<file path="src/rtl/wap_pkg.sv">
package wap_pkg;

  typedef enum logic [1:0] {
    OP_NOP = 2'd0,
    OP_ACT = 2'd1,
    OP_RD  = 2'd2,
    OP_WR  = 2'd3
  } op_e;

  typedef enum logic [1:0] {
    BS_IDLE = 2'd0,
    BS_OPEN = 2'd1,
    BS_WREC = 2'd2,
    BS_PCHG = 2'd3
  } bst_e;

  // Whether a bank in state st (with an auto-precharge burst pending when
  // lock is set) can take operation op.
  function automatic logic cmd_legal(input op_e op, input bst_e st, input logic lock);
    logic ok;
    unique case (op)
      OP_ACT:       ok = (st == BS_IDLE);
      OP_RD, OP_WR: ok = (st == BS_OPEN) && !lock;
      default:      ok = 1'b1;
    endcase
    return ok;
  endfunction

endpackage

</file>
<file path="src/rtl/wap_bank_fsm.sv">
module wap_bank_fsm
  import wap_pkg::*;
#(
  parameter int TWR = 2,
  parameter int TRP = 3
) (
  input  logic clk,
  input  logic rst_n,
  input  logic act_i,
  input  logic lock_i,
  input  logic close_wr_i,
  input  logic close_rd_i,
  output bst_e st_o,
  output logic lock_o,
  output logic pchg_begin_o
);
  localparam int CMAX  = (TWR > TRP) ? TWR : TRP;
  localparam int CNT_W = $clog2(CMAX + 1);
  localparam logic [CNT_W-1:0] TWR_C = CNT_W'(TWR);
  localparam logic [CNT_W-1:0] TRP_C = CNT_W'(TRP);
  localparam logic [CNT_W-1:0] ONE_C = CNT_W'(1);

  bst_e             st;
  logic [CNT_W-1:0] cnt;
  logic             lock, pb;

  always_ff @(posedge clk or negedge rst_n) begin
    if (!rst_n) begin
      st   <= BS_IDLE;
      cnt  <= '0;
      lock <= 1'b0;
      pb   <= 1'b0;
    end else begin
      pb <= 1'b0;
      unique case (st)
        BS_IDLE: if (act_i) st <= BS_OPEN;
        BS_OPEN: begin
          if (close_wr_i) begin
            st <= BS_WREC; cnt <= TWR_C; lock <= 1'b0;
          end else if (close_rd_i) begin
            st <= BS_PCHG; cnt <= TRP_C; lock <= 1'b0; pb <= 1'b1;
          end else if (lock_i) begin
            lock <= 1'b1;
          end
        end
        BS_WREC: begin
          if (cnt == ONE_C) begin
            st <= BS_PCHG; cnt <= TRP_C; pb <= 1'b1;
          end else begin
            cnt <= cnt - ONE_C;
          end
        end
        BS_PCHG: begin
          if (cnt == ONE_C) st <= BS_IDLE;
          else              cnt <= cnt - ONE_C;
        end
        default: st <= BS_IDLE;
      endcase
    end
  end

  assign st_o         = st;
  assign lock_o       = lock;
  assign pchg_begin_o = pb;

  // Recovery always hands over to precharge with the begin pulse.
  assert_wrec_exit_R4: assert property (@(posedge clk) disable iff (!rst_n)
    (st == BS_WREC && cnt == ONE_C) |=> (st == BS_PCHG && pb));
  // Precharge ends in idle.
  assert_pchg_exit_R5: assert property (@(posedge clk) disable iff (!rst_n)
    (st == BS_PCHG && cnt == ONE_C) |=> (st == BS_IDLE));
  // A close request from the burst tracker only ever hits a locked open bank.
  assert_close_locked_R3: assert property (@(posedge clk) disable iff (!rst_n)
    (close_wr_i || close_rd_i) |-> (st == BS_OPEN && lock));
  // The begin pulse marks the first precharge cycle.
  assert_pb_first_R9: assert property (@(posedge clk) disable iff (!rst_n)
    pb |-> (st == BS_PCHG && cnt == TRP_C));

endmodule

</file>
<file path="src/rtl/wap_burst_ctl.sv">
module wap_burst_ctl
  import wap_pkg::*;
#(
  parameter int BA_W  = 2,
  parameter int COL_W = 9,
  parameter int BL    = 4
) (
  input  logic             clk,
  input  logic             rst_n,
  input  logic             acc_i,
  input  logic             wr_i,
  input  logic             ap_i,
  input  logic [BA_W-1:0]  bank_i,
  input  logic [COL_W-1:0] col_i,
  output logic             beat_vld_o,
  output logic             beat_wr_o,
  output logic [BA_W-1:0]  beat_bank_o,
  output logic [COL_W-1:0] beat_col_o,
  output logic             close_vld_o,
  output logic             close_wr_o,
  output logic [BA_W-1:0]  close_bank_o
);
  localparam int IDX_W = $clog2(BL);
  localparam logic [IDX_W-1:0] ONE_I = IDX_W'(1);

  // Column of beat idx within an aligned block of BL columns.
  function automatic logic [COL_W-1:0] wrap_col(input logic [COL_W-1:0] base,
                                                 input logic [IDX_W-1:0] idx);
    logic [COL_W-1:0] m;
    m = COL_W'(BL - 1);
    return (base & ~m) | ((base + COL_W'(idx)) & m);
  endfunction

  // Beat index from the count of beats still to come.
  function automatic logic [IDX_W-1:0] beat_idx(input logic [IDX_W-1:0] rem);
    return IDX_W'(BL) - rem;
  endfunction

  logic [IDX_W-1:0] left;
  logic [BA_W-1:0]  bank_q, tail_bank_q;
  logic [COL_W-1:0] base_q;
  logic             wr_q, ap_q, tail_q, tail_wr_q;
  logic             live;

  assign live         = (left != '0);
  assign beat_vld_o   = acc_i || live;
  assign beat_wr_o    = acc_i ? wr_i   : wr_q;
  assign beat_bank_o  = acc_i ? bank_i : bank_q;
  assign beat_col_o   = acc_i ? col_i  : wrap_col(base_q, beat_idx(left));
  assign close_vld_o  = (acc_i && live && ap_q) || tail_q;
  assign close_wr_o   = tail_q ? tail_wr_q   : wr_q;
  assign close_bank_o = tail_q ? tail_bank_q : bank_q;

  always_ff @(posedge clk or negedge rst_n) begin
    if (!rst_n) begin
      left <= '0; bank_q <= '0; base_q <= '0; wr_q <= 1'b0; ap_q <= 1'b0;
      tail_q <= 1'b0; tail_bank_q <= '0; tail_wr_q <= 1'b0;
    end else begin
      tail_q <= 1'b0;
      if (acc_i) begin
        left   <= IDX_W'(BL - 1);
        bank_q <= bank_i;
        base_q <= col_i;
        wr_q   <= wr_i;
        ap_q   <= ap_i;
      end else if (live) begin
        left <= left - ONE_I;
        if (left == ONE_I && ap_q) begin
          tail_q      <= 1'b1;
          tail_bank_q <= bank_q;
          tail_wr_q   <= wr_q;
        end
      end
    end
  end

  // The end-of-burst close never coincides with a running burst.
  assert_tail_after_burst_R6: assert property (@(posedge clk) disable iff (!rst_n)
    tail_q |-> !live);

endmodule

</file>
<file path="src/rtl/wap_rd_pipe.sv">
module wap_rd_pipe #(
  parameter int BA_W  = 2,
  parameter int COL_W = 9,
  parameter int CL    = 3
) (
  input  logic             clk,
  input  logic             rst_n,
  input  logic             push_i,
  input  logic [BA_W-1:0]  bank_i,
  input  logic [COL_W-1:0] col_i,
  input  logic             flush_i,
  output logic             vld_o,
  output logic [BA_W-1:0]  bank_o,
  output logic [COL_W-1:0] col_o
);
  logic [CL-1:0]    v;
  logic [BA_W-1:0]  b [CL];
  logic [COL_W-1:0] c [CL];

  always_ff @(posedge clk or negedge rst_n) begin
    if (!rst_n) begin
      v <= '0;
      for (int i = 0; i < CL; i++) begin
        b[i] <= '0;
        c[i] <= '0;
      end
    end else if (flush_i) begin
      v <= '0;
    end else begin
      v[0] <= push_i;
      b[0] <= bank_i;
      c[0] <= col_i;
      for (int i = 1; i < CL; i++) begin
        v[i] <= v[i-1];
        b[i] <= b[i-1];
        c[i] <= c[i-1];
      end
    end
  end

  assign vld_o  = v[CL-1] && !flush_i;
  assign bank_o = b[CL-1];
  assign col_o  = c[CL-1];

  // A flush leaves nothing in flight.
  assert_flush_empty_R10: assert property (@(posedge clk) disable iff (!rst_n)
    flush_i |=> !vld_o);

endmodule

</file>
<file path="src/rtl/wap_intr_tracker.sv">
module wap_intr_tracker
  import wap_pkg::*;
#(
  parameter int NB    = 4,
  parameter int COL_W = 9,
  parameter int BL    = 4,
  parameter int CL    = 3,
  parameter int TWR   = 2,
  parameter int TRP   = 3,
  localparam int BA_W = $clog2(NB)
) (
  input  logic              clk,
  input  logic              rst_n,
  input  logic [1:0]        cmd_op,
  input  logic [BA_W-1:0]   cmd_bank,
  input  logic [COL_W-1:0]  cmd_col,
  input  logic              cmd_ap,
  output logic              wbeat_vld,
  output logic [BA_W-1:0]   wbeat_bank,
  output logic [COL_W-1:0]  wbeat_col,
  output logic              rbeat_vld,
  output logic [BA_W-1:0]   rbeat_bank,
  output logic [COL_W-1:0]  rbeat_col,
  output logic [2*NB-1:0]   bank_st,
  output logic [NB-1:0]     pchg_begin,
  output logic              cmd_err
);
  op_e              op;
  bst_e             st_arr [NB];
  logic [NB-1:0]    lock_arr;
  bst_e             sel_st;
  logic             sel_lock, is_cmd, cmd_ok, acc, rw_acc, act_acc, err_q;
  logic             beat_vld, beat_wr, close_vld, close_wr;
  logic [BA_W-1:0]  beat_bank, close_bank;
  logic [COL_W-1:0] beat_col;

  assign op       = op_e'(cmd_op);
  assign sel_st   = st_arr[cmd_bank];
  assign sel_lock = lock_arr[cmd_bank];
  assign is_cmd   = (op != OP_NOP);
  assign cmd_ok   = cmd_legal(op, sel_st, sel_lock);
  assign acc      = is_cmd && cmd_ok;
  assign rw_acc   = acc && (op == OP_RD || op == OP_WR);
  assign act_acc  = acc && (op == OP_ACT);

  wap_burst_ctl #(.BA_W(BA_W), .COL_W(COL_W), .BL(BL)) u_burst (
    .clk(clk), .rst_n(rst_n),
    .acc_i(rw_acc), .wr_i(op == OP_WR), .ap_i(cmd_ap),
    .bank_i(cmd_bank), .col_i(cmd_col),
    .beat_vld_o(beat_vld), .beat_wr_o(beat_wr),
    .beat_bank_o(beat_bank), .beat_col_o(beat_col),
    .close_vld_o(close_vld), .close_wr_o(close_wr), .close_bank_o(close_bank)
  );

  wap_rd_pipe #(.BA_W(BA_W), .COL_W(COL_W), .CL(CL)) u_rdp (
    .clk(clk), .rst_n(rst_n),
    .push_i(beat_vld && !beat_wr), .bank_i(beat_bank), .col_i(beat_col),
    .flush_i(rw_acc && op == OP_WR),
    .vld_o(rbeat_vld), .bank_o(rbeat_bank), .col_o(rbeat_col)
  );

  assign wbeat_vld  = beat_vld && beat_wr;
  assign wbeat_bank = beat_bank;
  assign wbeat_col  = beat_col;

  for (genvar g = 0; g < NB; g++) begin : g_bank
    logic hit, close_hit;
    assign hit       = (cmd_bank == BA_W'(g));
    assign close_hit = close_vld && (close_bank == BA_W'(g));
    wap_bank_fsm #(.TWR(TWR), .TRP(TRP)) u_fsm (
      .clk(clk), .rst_n(rst_n),
      .act_i(act_acc && hit),
      .lock_i(rw_acc && cmd_ap && hit),
      .close_wr_i(close_hit && close_wr),
      .close_rd_i(close_hit && !close_wr),
      .st_o(st_arr[g]), .lock_o(lock_arr[g]), .pchg_begin_o(pchg_begin[g])
    );
    assign bank_st[2*g +: 2] = st_arr[g];
  end

  always_ff @(posedge clk or negedge rst_n) begin
    if (!rst_n) err_q <= 1'b0;
    else        err_q <= is_cmd && !cmd_ok;
  end
  assign cmd_err = err_q;

  // An error flag always follows a real command.
  assert_err_follows_cmd_R1: assert property (@(posedge clk) disable iff (!rst_n)
    cmd_err |-> ($past(cmd_op) != 2'd0));
  // Commands to a busy bank are rejected.
  assert_busy_rejects_R1: assert property (@(posedge clk) disable iff (!rst_n)
    (is_cmd && (sel_st == BS_WREC || sel_st == BS_PCHG)) |=> cmd_err);
  // The owner of a write beat is always an open bank.
  assert_wbeat_owner_open_R3: assert property (@(posedge clk) disable iff (!rst_n)
    wbeat_vld |-> (st_arr[wbeat_bank] == BS_OPEN));
  // Read and write beats never share a cycle.
  assert_bus_excl_R10: assert property (@(posedge clk) disable iff (!rst_n)
    !(wbeat_vld && rbeat_vld));

endmodule

</file>
<file path="config.mk">
export PLATFORM = sky130hd
export DESIGN_NAME = wap_intr_tracker
export DESIGN_NICKNAME = d
export VERILOG_FILES = /design/src/rtl/wap_pkg.sv /design/src/rtl/wap_bank_fsm.sv /design/src/rtl/wap_burst_ctl.sv /design/src/rtl/wap_rd_pipe.sv /design/src/rtl/wap_intr_tracker.sv
export SDC_FILE = /design/constraint.sdc
export NUM_CORES = 1
export LEC_CHECK = 0
export BUFFER_PORTS_ARGS = -buffer_cell sky130_fd_sc_hd__buf_2
export CAP_MARGIN = 10
export CORE_AREA = 2 2 119 121
export CTS_BUF_LIST = sky130_fd_sc_hd__clkbuf_8 sky130_fd_sc_hd__clkbuf_16
export DETAILED_ROUTE_END_ITERATION = 10
export DIE_AREA = 0 0 121 123
export PLACE_DENSITY = 0.57
export SYNTH_ARGS = -nofsm -noshare
export SYNTH_HDL_FRONTEND = slang
export SYNTH_HIERARCHICAL = 1
export SYNTH_SLANG_ARGS = --single-unit
export TNS_END_PERCENT = 10
</file>
<file path="constraint.sdc">
create_clock -name clk -period 7.9 [get_ports clk]
set_input_delay 1.185 -clock clk [delete_from_list [all_inputs] [get_ports clk]]
set_output_delay 1.185 -clock clk [all_outputs]
set_load 0.01 [all_outputs]
</file>
==> impl_metrics.ini, run 1 <==
[die]
dieWidth_um = 121
ios = 53
die_h_um = 123
dieArea_um2 = 14900
core_area_um2 = 13600
start_util = 0.345
num_rows = 43

[pwr]
peakVddDrop_mv = 0.135
power_frac_comb = 0.469
clkPwrFrac = 0.198
p_sw_w = 0.000814
p_sw_frac = 0.352
p_leak_nw = 2.52
p_int_w = 0.00150
p_total_w = 0.00231
p_per_area_nw_per_um2 = 432
seqPwrFrac = 0.333

[clock_network]
cts_tree = done
cts_root_buf = clkbuf_16
postCtsResizedCells = 0
clkTransAtPathRegs_ps = 60
h-tree-depth = 3
numCtsBuffers = 9
cts_hold_buf = 0
clock_latency_ps = 330
post_cts_buffers = 0
cts.sinks = 80
cts_max_path_buffers = 2

[synthesis]
synth_top_cell_by_area = dfrtp_1
synth_flop_cell = dfrtp_1
synth_cells = 384
synth_nets = 446
synth_area_um2 = 4700
synthMuxAreaShare = 0.182
yosysTopAreaCellShare = 0.426
synth_edf_count = 0
yosysSeqAreaShare = 0.426
ys_seq_elements = 80
synth_cell_types = 44
synthTopCellsByArea = dfrtp_1 43%, ha_1 12%, mux2_4 11%, mux2_2 6.0%, nand2b_1 2.3%
avgSynthCellArea_um2 = 12.2
yosys_warnings = 6
async_reset_ff_frac = 1.00
synth_compound_area_frac = 0.0860
synth_xor_area_frac = 0.00665
synthSimpleGateAreaFrac = 0.121
synth_top_family_by_area = multiplexers
synth_adder_area_share = 0.122

[detailed_routing]
wl_per_cell_um = 14.4
vias = 2892
drc = 0
wl_um = 8830
drt-vias-per-instance = 4.72
drt-pass1-iter-count = 4
ant_nets = 0
drt_iter0_markers = 117

[placed_design]
dpl.cell_count = 598
routabilityCongestion = 0.799
place_ws_ps = 2910
dpl.hpwl_um = 6430
port-buffer-count = 52

[cells_and_area]
diodes = 0
final_nets = 491
drive_gt1_frac = 0.326
area_delta_synth_final_pct = 14.0
seqCellArea_um2 = 2000
layout.cells.non_filler = 613
fillerInstances = 1278
multi_input_area_um2 = 2440

[worst_hold_path]
hp-class = reg -> reg

[run]
cap_violations = 0

[setup_path]
path_max_fanout = 22
path_cells = buf_2, mux4_2, nor3b_1, and2_1, mux2_2, and2_1, buf_2
endpoint_kind = output pin
path_class = in -> out
cp.arrival_ps = 3780
max_stage_delay_ps = 760
crit_required_ps = 6710
critPathTopFamily = simple AND/OR/NAND/NOR gates
cp_slowest_cell = and2_1
cp-start-kind = primary input
path_buf_inv = 2

[grt]
grt_pass1_vias = 2958
antenna_found_initial = 1
track_usage = 0.128
grt_overflow = 0
grt_max_degree = 45
grt_pass1_wl_um = 14900

[timing]
hold_viol = 0
rsz0062_at_grt = false
setup_slack_ps = 2940
fmaxAchievable_mhz = 201
setup_tns_ps = 0
skew_ps = 4.28
setup_viol = 0
worstMarginPinSlew_ps = 1100
whs_ps = 471
fin_crit_sh = 0.628
layout_min_cycle_time_ps = 4960
slew_viol_final = 0
relSlewSlack = 0.265

[outcome]
run_status = completed
[power by group through the flow]
stage	registers [W]	clock network, W	logic (W)
global route	0.000806	0.000493	0.00121
detailed placement	0.000780	0	0.00109
CTS	0.000775	0.000474	0.00110
global placement	0.000770	0	0.00107
finish	0.000771	0.000457	0.00108
floorplan	0.000740	0	0.000875
[layout by cell type (no fill, tap or decap), types with 3 or more instances in the layout]
master,count
or2_1,4
o211ai_1,4
a21o_1,4
nor2_1,21
a211oi_1,4
ha_1,46
inv_1,25
o21a_1,4
mux2_2,25
mux2_4,33
and2b_1,4
o22a_1,4
o21bai_1,4
a21boi_0,4
o2bb2a_1,4
nor2b_1,9
nor3b_1,9
nand2b_1,17
mux4_2,3
o22ai_1,4
a41oi_1,4
clkbuf_16,9
buf_2,51
and2_1,3
or2_2,4
dfrtp_1,80
a31oi_1,4
o21ai_0,5
nand2_1,10
a21oi_1,4
nand3b_1,4
[layout make-up]
type                       count  area share
clock buffer                  11      0.0472
clock inverter                 4      0.0142
inverter                      25      0.0175
multi-input combinational    260       0.455
sequential                    80       0.374
tap                          180      0.0420
timing repair buffer          53      0.0504
[metrics by stage]
stage / utilization / area (um^2)
6_report: 0.394 / 5360
5_1_grt: 0.394 / 5360
4_1_cts: 0.394 / 5360
3_5_place_dp: 0.369 / 5030
3_3_place_gp: 0.369 / 5030
2_1_floorplan: - / 4700
[metal layers]
layer  track usage  vias to the layer above  share of wire
met1         0.163                     1420           0.46
li1              -                     1409              -
met5             0                        -        0.00079
met3        0.0484                       13          0.059
met2         0.202                       48           0.46
met4        0.0422                        2          0.013
[state kept, by name, indices dropped and copies added (netlist names), 3 cells and up]
name,flops
u_rdp/col_o,9
u_rdp/v,3
u_rdp/c,18
g_bank.u_fsm/st_o,8
g_bank.u_fsm/cnt,8
u_burst/base_q,9
g_bank.u_fsm/pchg_begin_o,4
u_rdp/b,4
g_bank.u_fsm/lock_o,4
[path summary, 6_finish.rpt]
check                                         from                endpoint  slack (ps)  cells after the start
min                                     u_rdp/v[1]              u_rdp/v[2]         470                      1
max                                    cmd_bank[0]               wbeat_vld        2940                      7
max reg2reg                g_bank[3].u_fsm/st_o[1]  g_bank[2].u_fsm/cnt[1]        4200                      9
max in group asynchronous                    rst_n       u_burst/bank_q[1]        6150                      2
min reg2reg                             u_rdp/v[1]              u_rdp/v[2]         470                      1
min in group asynchronous                    rst_n              u_rdp/c[9]         820                      1
[cell usage after synthesis (2+ instances only)]
cell type   n
nor2_1     21
nor3_1      2
mux4_2      3
nor3_2      2
dfrtp_1    80
a21boi_0    4
inv_1      25
or2b_1      2
o21ai_0     5
ha_1       46
nand2b_1   17
buf_12      2
a31oi_1     4
or2_1       4
nor2b_1     9
clkbuf_1    2
or4b_4      2
nand3b_1    4
and2_1      4
a21o_1      4
a41oi_1     4
nor3b_1     9
o2bb2a_1    4
mux2_2     25
or2_2       4
buf_4      11
o211ai_1    4
o21a_1      4
o22ai_1     4
nand2_1    10
mux2_4     33
a211oi_1    4
buf_6       3
o22a_1      4
and2b_1     4
a21oi_1     4
o21bai_1    4
[worst register-to-register path: cells and delay by family (launching register included)]
family | cells | cell delay (ps)
flip-flops | 1 | 480
AND/OR/NAND/NOR | 6 | 1970
AO/OA/AOI/OAI | 1 | 280
multiplexers | 2 | 860
[cell families (layout without fill, tap and decap cells)]
| family | after synthesis | count (layout) |
|---|---|---|
| AOI/OAI and AO/OA | 55 | 55 |
| DFF | 80 | 80 |
| xor gates and xnor gates | 2 | 2 |
| and+or+nand+nor | 95 | 95 |
| adders and majority gates | 46 | 46 |
| buffers and inverters | 44 | 93 |
| muxes | 62 | 62 |
Note: power is estimated with default switching activity, not from simulation.
==> run 2: changes to the inputs <==
==> constraint.sdc (replaced) <==
create_clock -name clk -period 4.6 [get_ports clk]
set_input_delay 0.69 -clock clk [delete_from_list [all_inputs] [get_ports clk]]
set_output_delay 0.69 -clock clk [all_outputs]
set_load 0.01 [all_outputs]
==> impl_metrics.ini, run 2 (synthesized netlist as in run 1, its figures left out) <==
[setup_path]
path_max_fanout = 16
cp_slowest_cell = mux4_2
crit_required_ps = 3910
endpoint_kind = output pin
cp.arrival_ps = 3150
cp-start-kind = primary input
max_stage_delay_ps = 580
path_cells = buf_2, mux4_2, nor3b_1, and2_1, buf_4, mux2_2, and2_1, buf_2
path_class = in -> out

[grt]
track_usage = 0.127
antenna_found_initial = 1
grt_overflow = 0
grt_max_degree = 81
grt_pass1_wl_um = 14800
grt_pass1_vias = 2920

[worst_hold_path]
hp-class = reg -> reg

[clock_network]
cts_hold_buf = 0
postCtsResizedCells = 0
numCtsBuffers = 9
cts_max_path_buffers = 2
clkTransAtPathRegs_ps = 60
clock_latency_ps = 340
cts_tree = done
post_cts_buffers = 0
cts.sinks = 80
h-tree-depth = 3
cts_root_buf = clkbuf_16

[timing]
hold_viol = 0
setup_viol = 0
worstMarginPinSlew_ps = 1020
rsz0062_at_grt = false
skew_ps = 7.20
whs_ps = 462
fin_crit_sh = 0.834
fmaxAchievable_mhz = 261
relSlewSlack = 0.318
setup_tns_ps = 0
slew_viol_final = 0
setup_slack_ps = 762
layout_min_cycle_time_ps = 3840

[detailed_routing]
wl_um = 8800
drt-pass1-iter-count = 4
drc = 0
wl_per_cell_um = 14.3
vias = 2920
ant_nets = 0
drt-vias-per-instance = 4.75
drt_iter0_markers = 90

[die]
core_area_um2 = 13600
dieWidth_um = 121
num_rows = 43
dieArea_um2 = 14900
ios = 53
die_h_um = 123
start_util = 0.345

[placed_design]
dpl.hpwl_um = 6350
routabilityCongestion = 0.769
dpl.cell_count = 599
place_ws_ps = 739
placed_area_um2 = 5040
port-buffer-count = 52

[cells_and_area]
top_register = u_rdp/c
fin_area_um2 = 5380
diodes = 0
final_nets = 492
largest_reg_flops = 18
area_delta_synth_final_pct = 14.3
layout_commonest_cell = dfrtp_1
drive_gt1_frac = 0.329
fillerInstances = 1329
layout.cells.non_filler = 615
final_cell_mix = 80 x dfrtp_1, 51 x buf_2, 46 x ha_1

[pwr]
p_leak_nw = 2.53
p_per_area_nw_per_um2 = 743
peakVddDrop_mv = 0.256

[outcome]
run_status = completed

[run]
cap_violations = 0
==> run 2: metal layers <==
metal / up-vias / GRT usage / routed length [um]
li1: 1412 / - / -
met1: 1434 / 0.162 / 4130
met2: 59 / 0.199 / 4040
met3: 13 / 0.0489 / 495
met4: 2 / 0.0392 / 129
met5: - / 0 / 7
==> run 2: final cells by class <==
type,instances,area [um^2],share of cell area
Multi-Input combinational cell,260,2440,0.453
Sequential cell,80,2000,0.372
Timing Repair Buffer,54,278,0.0517
Clock buffer,11,253,0.0470
Tap cell,180,225,0.0419
Inverter,25,93.8,0.0175
Clock inverter,5,86.3,0.0161
==> run 2: worst paths after layout <==
path / slack (ps) / from / endpoint / cells past startpoint
worst max register to register: 1400 / g_bank[2].u_fsm/st_o[1] / g_bank[2].u_fsm/cnt[1] / 9
worst min-delay path: 460 / u_rdp/v[1] / u_rdp/v[2] / 1
worst min register to register: 460 / u_rdp/v[1] / u_rdp/v[2] / 1
min in group asynchronous: 520 / rst_n / u_rdp/col_o[1] / 1
worst max-delay path: 760 / cmd_bank[0] / wbeat_vld / 8
max in group asynchronous: 3420 / rst_n / g_bank[2].u_fsm/lock_o / 1
==> run 2: worst max-delay path, delay by kind of cell <==
| family | cells | cell delay, ps |
|---|---|---|
| AND/OR/NAND/NOR | 3 | 850 |
| multiplexers | 2 | 960 |
| buffers and inverters | 3 | 650 |
==> run 2: per-stage QoR <==
stage | power [W] | util
final | 0.00399 | 0.395
after CTS | 0.00404 | 0.395
after global routing | 0.00432 | 0.395
after detailed placement | 0.00321 | 0.370
after global placement | 0.00316 | 0.370
after floorplan | 0.00277 | -
==> run 2: power by group <==
part	switching, W	leakage, nW	internal [W]
sequential	0.000264	0.946	0.00105
combinational	0.000853	1.42	0.00102
clock	0.000296	0.167	0.000510
total	0.00141	2.53	0.00258
